--- src/rtl/txf_pkg.sv ---
package txf_pkg;

  typedef enum logic [1:0] {
    TXF_IDLE = 2'd0,
    TXF_RUP  = 2'd1,
    TXF_ACT  = 2'd2,
    TXF_RDN  = 2'd3
  } txf_state_e;

  // Circular pointer step for any depth.
  function automatic int unsigned wrap_inc(int unsigned p, int unsigned depth);
    return (p + 1 == depth) ? 0 : p + 1;
  endfunction

  // The ramp phase ends on the strobe that sees one step left.
  function automatic logic last_step(int unsigned left);
    return left == 1;
  endfunction

endpackage

--- src/rtl/txf_store.sv ---
module txf_store #(
  parameter int W     = 10,
  parameter int DEPTH = 4,
  localparam int PTR_W = (DEPTH > 1) ? $clog2(DEPTH) : 1,
  localparam int LVL_W = $clog2(DEPTH + 1)
) (
  input  logic             clk,
  input  logic             rst_n,
  input  logic             push,
  input  logic [W-1:0]     push_word,
  input  logic             pop,
  output logic [W-1:0]     head,
  output logic [LVL_W-1:0] level,
  output logic             full,
  output logic             empty
);

  logic [W-1:0]     mem [DEPTH];
  logic [PTR_W-1:0] wr_ptr, rd_ptr;

  always_ff @(posedge clk) begin
    if (push) mem[wr_ptr] <= push_word;
  end

  always_ff @(posedge clk or negedge rst_n) begin
    if (!rst_n) begin
      wr_ptr <= '0;
      rd_ptr <= '0;
      level  <= '0;
    end else begin
      if (push) wr_ptr <= PTR_W'(txf_pkg::wrap_inc(32'(wr_ptr), DEPTH));
      if (pop)  rd_ptr <= PTR_W'(txf_pkg::wrap_inc(32'(rd_ptr), DEPTH));
      case ({push, pop})
        2'b10:   level <= level + 1'b1;
        2'b01:   level <= level - 1'b1;
        default: level <= level;
      endcase
    end
  end

  assign head  = mem[rd_ptr];
  assign full  = (level == LVL_W'(DEPTH));
  assign empty = (level == '0);

endmodule

--- src/rtl/txf_frame.sv ---
module txf_frame
  import txf_pkg::*;
#(
  parameter int RAMP_LEN = 4,
  localparam int CNT_W = $clog2(RAMP_LEN + 1)
) (
  input  logic       clk,
  input  logic       rst_n,
  input  logic       strobe,
  input  logic       empty,
  input  logic       head_ramp,
  output txf_state_e state,
  output logic       pop,
  output logic       load,
  output logic       starve
);

  txf_state_e       st_n;
  logic [CNT_W-1:0] cnt, cnt_n;
  logic             ramp_end;

  assign pop      = strobe && !empty;
  assign load     = pop && (state != TXF_IDLE || head_ramp);
  assign starve   = strobe && empty && (state != TXF_IDLE);
  assign ramp_end = last_step(32'(cnt));

  always_comb begin
    st_n  = state;
    cnt_n = cnt;
    if (strobe) begin
      unique case (state)
        TXF_IDLE: if (pop && head_ramp) begin
          st_n  = TXF_RUP;
          cnt_n = CNT_W'(RAMP_LEN - 1);
        end
        TXF_RUP: if (pop && !head_ramp) begin
          st_n  = TXF_RDN;
          cnt_n = CNT_W'(RAMP_LEN - 1);
        end else if (ramp_end) begin
          st_n  = TXF_ACT;
        end else begin
          cnt_n = cnt - 1'b1;
        end
        TXF_ACT: if (pop && !head_ramp) begin
          st_n  = TXF_RDN;
          cnt_n = CNT_W'(RAMP_LEN - 1);
        end
        TXF_RDN: if (ramp_end) st_n = TXF_IDLE;
                 else          cnt_n = cnt - 1'b1;
      endcase
    end
  end

  always_ff @(posedge clk or negedge rst_n) begin
    if (!rst_n) begin
      state <= TXF_IDLE;
      cnt   <= '0;
    end else begin
      state <= st_n;
      cnt   <= cnt_n;
    end
  end

endmodule

--- src/rtl/txf_sticky.sv ---
module txf_sticky #(
  parameter int N = 2
) (
  input  logic         clk,
  input  logic         rst_n,
  input  logic [N-1:0] set,
  output logic [N-1:0] flag
);

  for (genvar i = 0; i < N; i++) begin : g_bit
    always_ff @(posedge clk or negedge rst_n) begin
      if (!rst_n)      flag[i] <= 1'b0;
      else if (set[i]) flag[i] <= 1'b1;
    end
  end

endmodule

--- src/rtl/txframe_fifo.sv ---
module txframe_fifo
  import txf_pkg::*;
#(
  parameter int DATA_W   = 8,
  parameter int DEPTH    = 4,
  parameter int RAMP_LEN = 4,
  localparam int LVL_W   = $clog2(DEPTH + 1),
  localparam int WORD_W  = DATA_W + 2
) (
  input  logic              clk,
  input  logic              rst_n,
  input  logic              wr_en,
  input  logic [DATA_W-1:0] wr_data,
  input  logic              wr_fmt,
  input  logic              wr_ramp,
  input  logic              hs_enable,
  input  logic              sym_strobe,
  output logic [DATA_W-1:0] tx_data,
  output logic              tx_fmt,
  output logic [1:0]        frame_state,
  output logic [LVL_W-1:0]  fifo_level,
  output logic              fifo_full,
  output logic              fifo_empty,
  output logic              underflow,
  output logic              overflow,
  output logic              sclk_en
);

  // Named internal events, visible to the checker.
  logic              frame_open, hs_armed;
  logic              wr_accept, wr_drop_full, wr_drop_closed, ovf_evt;
  logic              pop_evt, load_evt, starve_evt;
  logic              tail_ramp;
  logic [WORD_W-1:0] head;
  txf_state_e        state;

  assign frame_open     = (state != TXF_IDLE) || tail_ramp;
  assign hs_armed       = hs_enable && frame_open;
  assign wr_drop_full   = wr_en && fifo_full;
  assign wr_drop_closed = wr_en && !fifo_full && !wr_ramp && !frame_open;
  assign wr_accept      = wr_en && !fifo_full && !wr_drop_closed;
  assign ovf_evt        = wr_drop_full && !hs_armed;
  assign sclk_en        = !(hs_armed && fifo_full);
  assign frame_state    = state;

  txf_store #(.W(WORD_W), .DEPTH(DEPTH)) u_store (
    .clk       (clk),
    .rst_n     (rst_n),
    .push      (wr_accept),
    .push_word ({wr_ramp, wr_fmt, wr_data}),
    .pop       (pop_evt),
    .head      (head),
    .level     (fifo_level),
    .full      (fifo_full),
    .empty     (fifo_empty)
  );

  txf_frame #(.RAMP_LEN(RAMP_LEN)) u_frame (
    .clk       (clk),
    .rst_n     (rst_n),
    .strobe    (sym_strobe),
    .empty     (fifo_empty),
    .head_ramp (head[WORD_W-1]),
    .state     (state),
    .pop       (pop_evt),
    .load      (load_evt),
    .starve    (starve_evt)
  );

  txf_sticky #(.N(2)) u_flags (
    .clk   (clk),
    .rst_n (rst_n),
    .set   ({ovf_evt, starve_evt}),
    .flag  ({overflow, underflow})
  );

  always_ff @(posedge clk or negedge rst_n) begin
    if (!rst_n) begin
      tail_ramp <= 1'b0;
      tx_data   <= '0;
      tx_fmt    <= 1'b0;
    end else begin
      if (wr_accept) tail_ramp <= wr_ramp;
      if (load_evt) begin
        tx_data <= head[DATA_W-1:0];
        tx_fmt  <= head[DATA_W];
      end
    end
  end

endmodule

--- config.mk ---
export PLATFORM = sky130hd
export DESIGN_NAME = txframe_fifo
export DESIGN_NICKNAME = d
export VERILOG_FILES = /design/src/rtl/txf_pkg.sv /design/src/rtl/txf_store.sv /design/src/rtl/txf_frame.sv /design/src/rtl/txf_sticky.sv /design/src/rtl/txframe_fifo.sv
export SDC_FILE = /design/constraint.sdc
export NUM_CORES = 1
export LEC_CHECK = 0
export CAP_MARGIN = 10
export CORE_UTILIZATION = 47
export CTS_BUF_LIST = sky130_fd_sc_hd__clkbuf_8
export CTS_CLUSTER_SIZE = 24
export DETAILED_ROUTE_END_ITERATION = 16
export PLACE_DENSITY = 0.69
export SYNTH_ARGS = -nofsm -noshare
export SYNTH_HDL_FRONTEND = slang
export SYNTH_HIERARCHICAL = 1
export SYNTH_SLANG_ARGS = --single-unit
--- constraint.sdc ---
create_clock -name clk -period 3.2 [get_ports clk]
set_input_delay 0.64 -clock clk [delete_from_list [all_inputs] [get_ports clk]]
set_output_delay 0.64 -clock clk [all_outputs]
set_load 0.01 [all_outputs]
==> implementation parameters <==
Parameter                              Value

Yosys
  Post-synthesis cell area    0.00276 mm2
  Multiplexer share of the synthesized area    14.6%
  Cell count after synthesis    165
  Xor and xnor area share after synthesis    0.952%
  Proportion of synthesized chip area in sequential cells    65.3%
  Number of storage elements in the synthesis netlist    64
  Area share of fa/ha/maj cells after synthesis    6.17%
  Post-Synthesis Net Count    193
  Synth Area in Compound Gates    3.67%
  Synth warn    6
  Main combinational cell family by area after synthesis    multiplexers
  Unique cell type count in the Yosys netlist    38
  Mean Syn Cell Area    16.7 um2
  Simple-gate area share of the yosys netlist    7.03%

Die
  Starting density of the core    49.5%
  Die Outline Area    0.00618 mm2
  Height of the die    78.6 um
  Ports placed on the boundary    34
  Core Region    0.00557 mm2
  Die boundary width    78.6 um
  Std-Cell Rows    27

Clock tree
  CTS tree    done
  Number of sinks driven by the clock tree    64
  CTS root buf    clkbuf_8
  # hold bufs at CTS    0
  Number of gates resized after cts    0
  CTS Buf Count    9
  Clock Path Buffers    2
  Clock slew at the register clock pins of the worst setup and hold paths    0.06 ns
  CTS H-tree depth    3
  Post-CTS Setup Repair Bufs    0
  Clock latency of the later-clocked register in the worst-skew pair    0.33 ns

Timing
  Max Slew Vio Count    0
  Max-slew headroom at the worst pin    61.7%
  Endpoints failing hold    0
  Final TNS setup    0 ns
  Minimum clock period    2.50 ns
  Setup repair after global routing missed its margin    false
  Min setup slack post-route    0.697 ns
  Maximum clock frequency    0.400 GHz
  Final setup fails    0
  Post-route fraction of the period consumed by the critical path    78.2%
  Hold slack    0.474 ns
  Final setup skew    0.00579 ns
  Transition at the pin with the smallest max-transition slack    0.574 ns

Pwr
  Worst vdd ir    0.000507 V
  Leakage dissipation    1.31 nW
  Total Power    3.24 mW
  Power density over cell area    957 mW/mm2

Worst setup path
  Crit. End Element    primary output
  Category of the most critical setup path    flop to primary output
  End of the worst register-to-register path    u_frame/state[1]
  Arrival time at the worst endpoint    1.86 ns
  Maximum fanout count along the critical path    7
  CP cell instances    or3_4 -> nand3_1 -> clkdlybuf4s50_1
  Setup slack on the worst flop-to-flop path    0.83 ns
  Startpoint of the worst-slack reg-to-reg timing path    u_store/rd_ptr[1]
  Slowest stage cell on the critical path    clkdlybuf4s50_1
  Reg2Reg Depth    5
  Worst setup path start    u_frame/state[1]
  Biggest cell delay along the critical path    0.54 ns
  Required time at the worst-slack endpoint    2.56 ns
  Critical Path Source Type    flop

Status
  Outcome    completed

Detailed routing
  Drt pass-1 iters    4
  Routed length per placed instance    16.8 um
  Number of vias per cell    5.36
  Via count    1,532
  Post-DRT Antenna Nets    0
  DRT Wirelength    4.81 mm
  Drt first-iter violations    100
  Number of design rule violations left after detail routing    0

Cells and area
  Number of standard cells in the final layout excluding fillers    286
  Leading cell types in the layout, fill and taps excluded    edfxtp_1 (40), clkdlybuf4s50_1 (33), dfrtp_1 (24)
  Net count, final    237
  Most common library cell in the layout ignoring fill and taps    edfxtp_1
  Area added between synthesis and finish    22.5%
  Fraction of final layout cells with drive strength greater than 1    20.1%
  Utilization after layout    60.6%
  Diode insertion count for antenna repair    0
  Finished Cell Area    0.00338 mm2

Worst hold path
  End point of the worst hold path    u_flags/flag[1]
  Hold_sp    u_flags/flag[1]
  Cell depth of the worst hold path    1
  Kind of path behind the tightest hold check    flop to flop

Place
  HPWL after detailed placement    3.23 mm
  Routability congestion estimate from global placement    0.719
  Port Buf Inserts    33
  Placed cells    270
  DP Worst Slack    0.586 ns
  Post-placement cell area    0.00318 mm2

Global route
  First-pass GRT wire length    8.10 mm
  Gr ovfl total    0
  Maximum number of pins on one net before global-route repair    25
  Number of global-route vias before repair    1,617
  Number of antenna violations at the first check in global routing    0
  Total routing resource utilization after global routing    18.4%

Run
  Max cap viols    0
metal layers:
metal / wire, um / up-vias / track usage [%]
met5: 0 / - / 0
met4: 85 / 0 / 11.1
met3: 134 / 9 / 3.60
met2: 2420 / 30 / 27.9
met1: 2170 / 788 / 24.5
li1: - / 705 / -
critical path, delay by kind of cell (launching register included):
kind | cells | cell delay, ns
buf+inv | 1 | 0.54
flops | 1 | 0.46
simple gates | 2 | 0.54
worst max path at each step:
stage	to	slack, ns	cells past startpoint
after floorplan	u_store/level[2]	1.00	9
after global placement	u_store/level[2]	0.64	9
after detailed placement	u_store/level[2]	0.59	9
after CTS	sclk_en	0.69	3
after global routing	fifo_empty	0.60	2
final	sclk_en	0.70	3
where the power goes:
part	switching, mW	total, mW	internal [mW]
Clock	0.279	0.673	0.394
Sequential	0.158	1.30	1.14
Combinational	0.584	1.26	0.680
Total	1.02	3.24	2.21
registers in the layout, indices dropped and copies added (netlist names):
| register | cells |
|---|---|
| tail_ramp | 1 |
| tx_data | 8 |
| tx_fmt | 1 |
| u_flags/flag | 2 |
| u_frame/cnt | 3 |
| u_frame/state | 2 |
| u_store/level | 3 |
| u_store/mem | 40 |
| u_store/rd_ptr | 2 |
| u_store/wr_ptr | 2 |
cell type report:
| cell class | count | area (um2) |
|---|---|---|
| fillers | 428 | 2190 |
| multi-input cells | 87 | 895 |
| well taps | 72 | 90.1 |
| clock inverters | 5 | 47.5 |
| flip-flops and latches | 64 | 1800 |
| repair buffers | 36 | 353 |
| clock buffers | 11 | 151 |
| inverters | 11 | 41.3 |
Yosys cell counts:
master	n	share of area (%)
edfxtp_1	40	44
dfrtp_1	24	22
ha_1	12	5.4
mux2_2	12	4.9
inv_1	11	1.5
mux4_2	8	6.5
nor2_1	6	0.82
a21oi_1	4	0.73
and2_1	4	0.91
nand2_1	4	0.54
nor3_1	3	0.54
a21o_1	2	0.54
buf_2	2	0.36
mux2i_1	2	0.73
mux4_1	2	1.9
nor2b_1	2	0.45
nor4b_1	2	0.64
o21ai_0	2	0.36
or2_1	2	0.45
or3_1	2	0.45
xor2_1	2	0.64
a21boi_0	1	0.27
a21oi_4	1	0.59
and2b_1	1	0.27
and3_1	1	0.23
and4bb_2	1	0.45
buf_6	1	0.41
fa_1	1	0.73
mux2_4	1	0.54
nand3_1	1	0.18
nor2_2	1	0.23
nor3b_2	1	0.45
o21a_1	1	0.27
o21bai_1	1	0.27
o22a_1	1	0.32
o32ai_1	1	0.32
or3_4	1	0.41
xnor2_1	1	0.32
cell families (layout without fill, tap and decap cells):
family / Yosys count / in the layout
buf+inv: 14 / 63
fa+ha+maj: 13 / 13
flops: 64 / 64
simple gates: 32 / 32
mux: 25 / 25
compound gates: 14 / 14
xor+xnor: 3 / 3
No activity file was read; power rests on OpenSTA's default activity.
